### src/rtl/qpos_pkg.sv
package qpos_pkg;
  typedef enum logic [1:0] {
    SRC_QUAD = 2'd0,
    SRC_PDIR = 2'd1,
    SRC_UP   = 2'd2,
    SRC_DOWN = 2'd3
  } src_e;

  localparam int unsigned OFF_POS  = 32'h00;
  localparam int unsigned OFF_CEIL = 32'h08;
  localparam int unsigned OFF_DEC  = 32'h28;
  localparam int unsigned OFF_CTL  = 32'h2A;

  localparam int unsigned DEC_SRC_LO = 14;
  localparam int unsigned DEC_BOTH   = 11;
  localparam int unsigned CTL_EN     = 3;
  localparam int unsigned CTRL_W     = 16;
endpackage

### src/rtl/qpos_sync.sv
module qpos_sync #(
  parameter int unsigned W      = 2,
  parameter int unsigned STAGES = 2
) (
  input  logic         clk_i,
  input  logic         rst_ni,
  input  logic [W-1:0] d_i,
  output logic [W-1:0] q_o
);
  logic [W-1:0] stg_q [STAGES];

  for (genvar s = 0; s < STAGES; s++) begin : g_stage
    if (s == 0) begin : g_first
      always_ff @(posedge clk_i or negedge rst_ni) begin
        if (!rst_ni) stg_q[s] <= '0;
        else         stg_q[s] <= d_i;
      end
    end else begin : g_next
      always_ff @(posedge clk_i or negedge rst_ni) begin
        if (!rst_ni) stg_q[s] <= '0;
        else         stg_q[s] <= stg_q[s-1];
      end
    end
  end

  assign q_o = stg_q[STAGES-1];
endmodule

### src/rtl/qpos_decode.sv
module qpos_decode
  import qpos_pkg::*;
(
  input  logic clk_i,
  input  logic rst_ni,
  input  logic a_i,
  input  logic b_i,
  input  src_e src_i,
  input  logic both_edge_i,
  output logic step_o,
  output logic up_o,
  output logic illegal_o
);
  logic a_q, b_q;
  logic a_chg, b_chg, a_rise;

  always_ff @(posedge clk_i or negedge rst_ni) begin
    if (!rst_ni) begin
      a_q <= 1'b0;
      b_q <= 1'b0;
    end else begin
      a_q <= a_i;
      b_q <= b_i;
    end
  end

  assign a_chg  = a_i ^ a_q;
  assign b_chg  = b_i ^ b_q;
  assign a_rise = a_i & ~a_q;

  always_comb begin
    step_o    = 1'b0;
    up_o      = 1'b1;
    illegal_o = 1'b0;
    unique case (src_i)
      SRC_QUAD: begin
        step_o    = a_chg ^ b_chg;
        up_o      = b_q ^ a_i;           // A leading B counts up
        illegal_o = a_chg & b_chg;
      end
      SRC_PDIR: begin
        step_o = a_rise;
        up_o   = b_i;
      end
      SRC_UP: begin
        step_o = both_edge_i ? a_chg : a_rise;
        up_o   = 1'b1;
      end
      SRC_DOWN: begin
        step_o = both_edge_i ? a_chg : a_rise;
        up_o   = 1'b0;
      end
      default: ;
    endcase
  end

  // without an A transition the external-clock modes never step
  p_b_ignored_r6: assert property (@(posedge clk_i) disable iff (!rst_ni)
    ((src_i == SRC_UP || src_i == SRC_DOWN) && a_i == a_q) |-> !step_o);
endmodule

### src/rtl/qpos_count.sv
module qpos_count #(
  parameter int unsigned POS_W = 32
) (
  input  logic             clk_i,
  input  logic             rst_ni,
  input  logic             en_i,
  input  logic             step_i,
  input  logic             up_i,
  input  logic [POS_W-1:0] ceil_i,
  input  logic             wr_i,
  input  logic [POS_W-1:0] wdata_i,
  output logic [POS_W-1:0] pos_o
);
  logic [POS_W-1:0] pos_q, pos_inc, pos_dec;
  logic             wr_ok;

  assign wr_ok   = wr_i && (wdata_i <= ceil_i);
  assign pos_inc = (pos_q >= ceil_i) ? '0 : pos_q + POS_W'(1);
  assign pos_dec = (pos_q == '0) ? ceil_i : pos_q - POS_W'(1);

  always_ff @(posedge clk_i or negedge rst_ni) begin
    if (!rst_ni)              pos_q <= '0;
    else if (wr_ok)           pos_q <= wdata_i;
    else if (en_i && step_i)  pos_q <= up_i ? pos_inc : pos_dec;
  end

  assign pos_o = pos_q;

  p_hold_disabled_r8: assert property (@(posedge clk_i) disable iff (!rst_ni)
    (!en_i && !wr_i) |=> $stable(pos_o));

  p_refuse_r9: assert property (@(posedge clk_i) disable iff (!rst_ni)
    (wr_i && wdata_i > ceil_i && !(en_i && step_i)) |=> $stable(pos_o));

  p_wrap_up_r10: assert property (@(posedge clk_i) disable iff (!rst_ni)
    (!wr_i && en_i && step_i && up_i && pos_o >= ceil_i) |=> pos_o == '0);

  p_wrap_down_r10: assert property (@(posedge clk_i) disable iff (!rst_ni)
    (!wr_i && en_i && step_i && !up_i && pos_o == '0) |=> pos_o == $past(ceil_i));
endmodule

### src/rtl/qpos_counter.sv
module qpos_counter
  import qpos_pkg::*;
#(
  parameter int unsigned          POS_W    = 32,
  parameter int unsigned          ADDR_W   = 8,
  parameter logic [POS_W-1:0]     CEIL_RST = '1
) (
  input  logic              clk_i,
  input  logic              rst_ni,
  input  logic              enc_a_i,
  input  logic              enc_b_i,
  input  logic [ADDR_W-1:0] reg_addr_i,
  input  logic              reg_we_i,
  input  logic [POS_W-1:0]  reg_wdata_i,
  output logic [POS_W-1:0]  reg_rdata_o,
  output logic [POS_W-1:0]  pos_o,
  output logic              enc_err_o
);
  localparam logic [ADDR_W-1:0] A_POS  = ADDR_W'(OFF_POS);
  localparam logic [ADDR_W-1:0] A_CEIL = ADDR_W'(OFF_CEIL);
  localparam logic [ADDR_W-1:0] A_DEC  = ADDR_W'(OFF_DEC);
  localparam logic [ADDR_W-1:0] A_CTL  = ADDR_W'(OFF_CTL);

  logic [1:0]       enc_s;
  logic [POS_W-1:0] ceil_q;
  src_e             src_q;
  logic             both_q, en_q, err_q;
  logic             step, up, illegal;
  logic             wr_pos;
  logic [CTRL_W-1:0] dec_rd, ctl_rd;

  qpos_sync #(.W(2), .STAGES(2)) u_sync (
    .clk_i (clk_i),
    .rst_ni(rst_ni),
    .d_i   ({enc_a_i, enc_b_i}),
    .q_o   (enc_s)
  );

  qpos_decode u_decode (
    .clk_i      (clk_i),
    .rst_ni     (rst_ni),
    .a_i        (enc_s[1]),
    .b_i        (enc_s[0]),
    .src_i      (src_q),
    .both_edge_i(both_q),
    .step_o     (step),
    .up_o       (up),
    .illegal_o  (illegal)
  );

  assign wr_pos = reg_we_i && (reg_addr_i == A_POS);

  qpos_count #(.POS_W(POS_W)) u_count (
    .clk_i  (clk_i),
    .rst_ni (rst_ni),
    .en_i   (en_q),
    .step_i (step),
    .up_i   (up),
    .ceil_i (ceil_q),
    .wr_i   (wr_pos),
    .wdata_i(reg_wdata_i),
    .pos_o  (pos_o)
  );

  always_ff @(posedge clk_i or negedge rst_ni) begin
    if (!rst_ni) begin
      ceil_q <= CEIL_RST;
      src_q  <= SRC_QUAD;
      both_q <= 1'b0;
      en_q   <= 1'b0;
    end else if (reg_we_i) begin
      if (reg_addr_i == A_CEIL) ceil_q <= reg_wdata_i;
      if (reg_addr_i == A_DEC) begin
        src_q  <= src_e'(reg_wdata_i[DEC_SRC_LO +: 2]);
        both_q <= reg_wdata_i[DEC_BOTH];
      end
      if (reg_addr_i == A_CTL) en_q <= reg_wdata_i[CTL_EN];
    end
  end

  always_ff @(posedge clk_i or negedge rst_ni) begin
    if (!rst_ni)      err_q <= 1'b0;
    else if (illegal) err_q <= 1'b1;
  end

  always_comb begin
    dec_rd = '0;
    dec_rd[DEC_SRC_LO +: 2] = src_q;
    dec_rd[DEC_BOTH]        = both_q;
    ctl_rd = '0;
    ctl_rd[CTL_EN] = en_q;
  end

  always_comb begin
    unique case (reg_addr_i)
      A_POS:   reg_rdata_o = pos_o;
      A_CEIL:  reg_rdata_o = ceil_q;
      A_DEC:   reg_rdata_o = POS_W'(dec_rd);
      A_CTL:   reg_rdata_o = POS_W'(ctl_rd);
      default: reg_rdata_o = '0;
    endcase
  end

  assign enc_err_o = err_q;

  p_err_sticky_r4: assert property (@(posedge clk_i) disable iff (!rst_ni)
    enc_err_o |=> enc_err_o);

  p_illegal_hold_r4: assert property (@(posedge clk_i) disable iff (!rst_ni)
    (illegal && !wr_pos) |=> $stable(pos_o));
endmodule

### config.mk
export PLATFORM = sky130hd
export DESIGN_NAME = qpos_counter
export DESIGN_NICKNAME = d
export VERILOG_FILES = /design/src/rtl/qpos_pkg.sv /design/src/rtl/qpos_sync.sv /design/src/rtl/qpos_decode.sv /design/src/rtl/qpos_count.sv /design/src/rtl/qpos_counter.sv
export SDC_FILE = /design/constraint.sdc
export NUM_CORES = 1
export LEC_CHECK = 0
export BUFFER_PORTS_ARGS = -buffer_cell sky130_fd_sc_hd__buf_2
export CORE_UTILIZATION = 57
export CTS_BUF_LIST = sky130_fd_sc_hd__clkbuf_2 sky130_fd_sc_hd__clkbuf_4 sky130_fd_sc_hd__clkbuf_8
export DETAILED_ROUTE_END_ITERATION = 6
export PLACE_DENSITY = 0.89
export SLEW_MARGIN = 20
export SYNTH_ARGS = -nofsm -noshare
export SYNTH_HDL_FRONTEND = slang
export SYNTH_SLANG_ARGS = --single-unit
### constraint.sdc
create_clock -name clk_i -period 3.4 [get_ports clk_i]
set_input_delay 0.34 -clock clk_i [delete_from_list [all_inputs] [get_ports clk_i]]
set_output_delay 0.34 -clock clk_i [all_outputs]
set_load 0.01 [all_outputs]
After elaboration in Yosys (flattened, before gate mapping). Index checks and enable logic that the tools add are counted.

Register bits: 75. Input bits: 45. Output and inout bits: 65. Word-level logic and storage cells: 48.

Add/subtract/negate cells: 2. Order comparisons: 2. Equal/unequal tests: 6. Multiplexer cells: 10. Bitwise logic cells: 7. Reductions and logical operators: 11.

Operators with widths (count): $mux W32 (5); $pmux W32 S4 (1); $add A32 B1 Y32 const B (1); $ge A32 B32 Y1 (1); $le A32 B32 Y1 (1); $logic_not A32 Y1 (1); $sub A32 B1 Y32 const B (1); $eq A8 B6 Y1 const B (2); $eq A8 B4 Y1 const B (1); $logic_not A8 Y1 (1); $reduce_and A2 Y1 (3); $eq A2 B2 Y1 const B (2); $pmux W1 S4 (1); $xor A1 B1 Y1 (4); $logic_and A1 B1 Y1 (3); $pmux W1 S3 (1); $and A1 B1 Y1 (2); $eq A2 B1 Y1 const B (1); $logic_not A2 Y1 (1); $mux W1 (2); $reduce_bool A2 Y1 (1); $reduce_or A2 Y1 (1); $not A1 Y1 (1).

Depth between registers and ports, before layout.
Depth in word-level cells: 7. Mapped depth: 13. Depth with buffers taken out: 11.

By module. A second synthesis with hierarchy kept.

Cells, all modules: 841. Area total of the unflattened synthesis: 7095.6 um^2.

Modules (own cells, without submodules): qpos_count (instances 1, cells each 685, area an instance 4844.6 um^2, sequential area each 800.8 um^2); qpos_counter (instances 1, cells each 133, area an instance 1983.2 um^2, sequential area each 965.9 um^2); qpos_decode (instances 1, cells each 17, area an instance 152.6 um^2, sequential area each 50.0 um^2); qpos_sync (instances 1, cells each 6, area an instance 115.1 um^2, sequential area each 100.1 um^2).

Worst setup path before layout. OpenSTA, ideal clock, no wires.

Kind: register to register. Start: register ceil_q[29]. End: register u_count.pos_q[12], in the netlist u_count.pos_o[12]. Setup time: 0.138 ns. Arrival time: 2.876 ns. Data required time: 3.262 ns. Slack: 0.386 ns. Cell stages (with the launch flop): 12. Buffers on the path: 2. Period minus slack after synthesis: 3.014 ns. Cell sequence: dfstp_2 inv_1 ha_1 and4_1 nand4_1 or3_1 o22ai_1 clkbuf_1 buf_1 nor4b_1 a2111oi_0 a21oi_1.

Word-level cells in the longest chain between the ends: 5. Elaborated cells between the ends (all ways): 8. Those cells by class: 2 x order compare; 4 x mux; 2 x reduce/logical.

Ends and longest elaborated chain: from (decl) (line qpos_counter.sv:25) `logic [POS_W-1:0] ceil_q;`; from (signal assigned) (line qpos_counter.sv:72) `if (reg_addr_i == A_CEIL) ceil_q <= reg_wdata_i;`; $ge A32 B32 Y1 (line qpos_count.sv:18) `assign pos_inc = (pos_q >= ceil_i) ? '0 : pos_q + POS_W'(1);`; $mux W32 (line qpos_count.sv:18); $mux W32 (2 in series) (line qpos_count.sv:24) `else if (en_i && step_i) pos_q <= up_i ? pos_inc : pos_dec;`; $mux W32 (line qpos_count.sv:23) `else if (wr_ok) pos_q <= wdata_i;`; to (signal assigned) (line qpos_count.sv:23); to (signal assigned) (line qpos_count.sv:24); to (decl) (line qpos_count.sv:14) `logic [POS_W-1:0] pos_q, pos_inc, pos_dec;`.

Several ways; a longest one is shown, not always the timed one. The select of a mux whose other input is x is not followed. A chain may end at the register's enable or synchronous reset.

Worst setup path after layout.
Start: register ceil_q[19]. End: register u_count.pos_q[6], in the netlist u_count.pos_o[6].

The elaborated chain is that of the path after synthesis.

==> results.md <==
* Routability cong. at 0.9880
* RSZ-0062 raised after global routing: false
* Reg clk slew, reported paths at 0.09 ns
* Final period utilization at 96.38%
* Die Width at 113.8 µm
* CTS Root Cell: clkbuf_8
* Post-Place Worst Slack at 0.1752 ns
* H-Tree Depth at 3
* Netlist cell types at 67
* First-pass GRT wire length at 35.42 mm
* Final WL at 22.21 mm
* Logic pwr share at 51.0%
* Routed Antenna Nets at 0
* Wire per inst at 19.56 µm
* Worst path arrival time at 3.56 ns
* Gates resized, CTS repair at 0
* Worst Hold Class: input port to register
* NumNets Final at 1076
* Clock power share at 17.6%
* Worst slew margin at 33.81%
* Clk_skew at 0.01602 ns
* CTS Hold Buffers Added at 0
* Pin slew with the least headroom to its limit at 0.9928 ns
* Worst hold start: enc_b_i
* Area of the mapped netlist at 7121 µm²
* DRT iter0 DRCs at 817
* Buffer depth of the longest clock path at 2
* Final Max Slew Viols at 0
* Post-synth net total at 963
* Leakage power at 3.577 nW
* Core ar. at 12110 µm²
* Int Pwr at 2.257 mW
* Worst endpoint required time at 3.69 ns
* Tmin final at 3.277 ns
* Sw power at 1.769 mW
* Synth cell count leaders: ha_1, nor2_1, inv_1
* Power per cell area at 484.2 nW/µm²
* Initial core utilization at 58.79%
* Post-synth top flop: dfrtp_1
* VDD IR-drop max at 0.0003030 V
* Worst skew pair latency at 0.40 ns
* Syn Area/Cell at 8.387 µm²
* Worst Setup End Kind: register
* DR pass1 iterations at 6
* Yosys reg bits at 75
* CTS tree: done
* # port buffers at 109
* Initial antenna violation count at 0
* Max-cap violations at 0
* GRT Overall Usage at 34.75%
* ANT cells at 0
* Reg2Reg Launch Point: ceil_q[19]
* Setup slack after layout at 0.1232 ns
* Die Ht at 113.8 µm
* Site Rows at 40
* Vias per cell at 6.581
* DIE AREA at 12940 µm²
* Status: completed
* Clock Sink Count at 75
* Worst-path maximum fanout at 13
* Setup tns final at 0 ns
* Most frequent cell after synthesis: ha_1
* # IOs at 110
* Post-synth EDFFs at 0
* Vias in the first global route at 7021
* Final Hold Vio Count at 0
* Yosys top cell area share at 15.11%
* Post-CTS Setup Bufs at 0
* Area leader, netlist: dfrtp_1
* Largest net degree at the start of global routing at 76
* Synth Instances at 849
* Sequential area share after synthesis at 26.92%
* Setup crit start kind: register
* Final setup violation count at 0
* Area grow syn2layout at 16.78%
* Layout cells sized above 1 at 27.71%
* Aggregate global routing overflow at 0
* Switching part of the total at 43.94%
* Overall power at 4.027 mW
* DP Wirelength at 16.56 mm
* Crit path from: ceil_q[19]
* Flop pwr share at 31.5%
* Async SR Flop Fraction at 100.0%
* Synth warn at 0
* DRC viols at 0
* CP Class: register to register
* CTS Buf Count at 9
* Top post-synthesis cells by area: dfrtp_1, ha_1, dfstp_2
* # fillers at 1020
* F_max at 305.2 MHz
* Via count at 7469
per-stage QoR:
stage / hold WS, ns / util (%) / instance area [µm²] / instances
final: 0.04996 / 68.66 / 8315 / 1135
after global routing: 0.04399 / 68.66 / 8315 / 1135
after CTS: 0.04577 / 68.62 / 8310 / 1135
after detailed placement: 0.3457 / 67.06 / 8122 / 1119
after global placement: 0.3341 / 67.06 / 8122 / 1119
after floorplan: 0.04441 / - / 7121 / 849
power by group through the flow:
stage | combinational [mW] | clock (mW) | sequential [mW]
final | 2.05 | 0.708 | 1.27
after floorplan | 1.21 | 0 | 1.28
after detailed placement | 1.99 | 0 | 1.27
after CTS | 2.01 | 0.707 | 1.26
after global routing | 2.23 | 0.742 | 1.28
after global placement | 1.93 | 0 | 1.26
critical path, cell delays in order, from the launching register on:
cell and delay [ns]:
dfstp_2 0.56, inv_1 0.06, ha_1 0.32, nand4_1 0.17, or4_1 0.70, or4_1 0.57
o41ai_2 0.10, buf_4 0.25, buf_4 0.23, nor2b_1 0.16, a21oi_1 0.05
layer usage:
layer  global-route usage [%]  vias up  share of wire, %
li1                         -     3448                 -
met1                    44.40     3563                41
met2                    56.22      393                47
met3                    7.439       65               8.8
met4                    16.36        0               3.3
met5                        0        -                 0
kinds of logic (layout without fill, tap and decap cells):
kind of cell / after synthesis / count (layout) / synth area share, %
xor+xnor: 29 / 29 / 3.567
simple gates: 295 / 295 / 22.72
buf+inv: 127 / 245 / 6.941
fa+ha+maj: 69 / 69 / 12.12
mux: 36 / 36 / 5.658
flops: 75 / 75 / 26.92
compound gates: 218 / 218 / 22.07
state kept, by name, summed over array words and instances, names as in the netlist:
name and count:
ceil_q 32, u_count.pos_o 32, src_q 2, u_sync.q_o 2, u_sync.stg_q 2, both_q 1, en_q 1, enc_err_o 1
u_decode.a_q 1, u_decode.b_q 1
layout make-up:
type	count	area, µm²	share of cell area, %
clock buffer	10	131.4	1.580
multi-input combinational	647	4756	57.19
tap	168	210.2	2.528
sequential	75	1917	23.05
inverter	58	217.7	2.618
timing repair buffer	171	1026	12.34
clock inverter	6	57.56	0.6921
worst paths after layout:
path / depth (start not counted) / slack (ns) / endpoint
worst max-delay path: 10 / 0.12 / u_count.pos_o[6]
worst min-delay path: 1 / 0.05 / u_sync.stg_q[2]
worst max register to register: 10 / 0.12 / u_count.pos_o[6]
worst min register to register: 0 / 0.36 / u_sync.q_o[1]
max in group asynchronous: 1 / 2.65 / both_q
min in group asynchronous: 1 / 0.12 / u_count.pos_o[30]
cell usage in the layout (no fill, tap or decap), types with 9 or more instances in the layout:
master | Yosys | final
a21oi_1 | 37 | 37
nand3_1 | 26 | 26
inv_1 | 58 | 58
dfrtp_1 | 43 | 43
nor2_1 | 60 | 58
buf_4 | 2 | 62
buf_2 | 7 | 108
a22o_1 | 29 | 29
nor4_1 | 35 | 35
or3_1 | 10 | 10
o41ai_1 | 13 | 12
or4_1 | 12 | 12
o21ai_0 | 38 | 38
xnor2_1 | 21 | 21
nor2b_1 | 12 | 12
nor3_1 | 25 | 24
nor4b_1 | 13 | 13
ha_1 | 69 | 69
nand2_1 | 44 | 44
a2111oi_0 | 13 | 11
dfstp_2 | 32 | 32
a211oi_1 | 37 | 37
mux2_2 | 33 | 33
clkbuf_8 | 0 | 9
nand4_1 | 21 | 21
No activity file was read; power rests on OpenSTA's default activity.
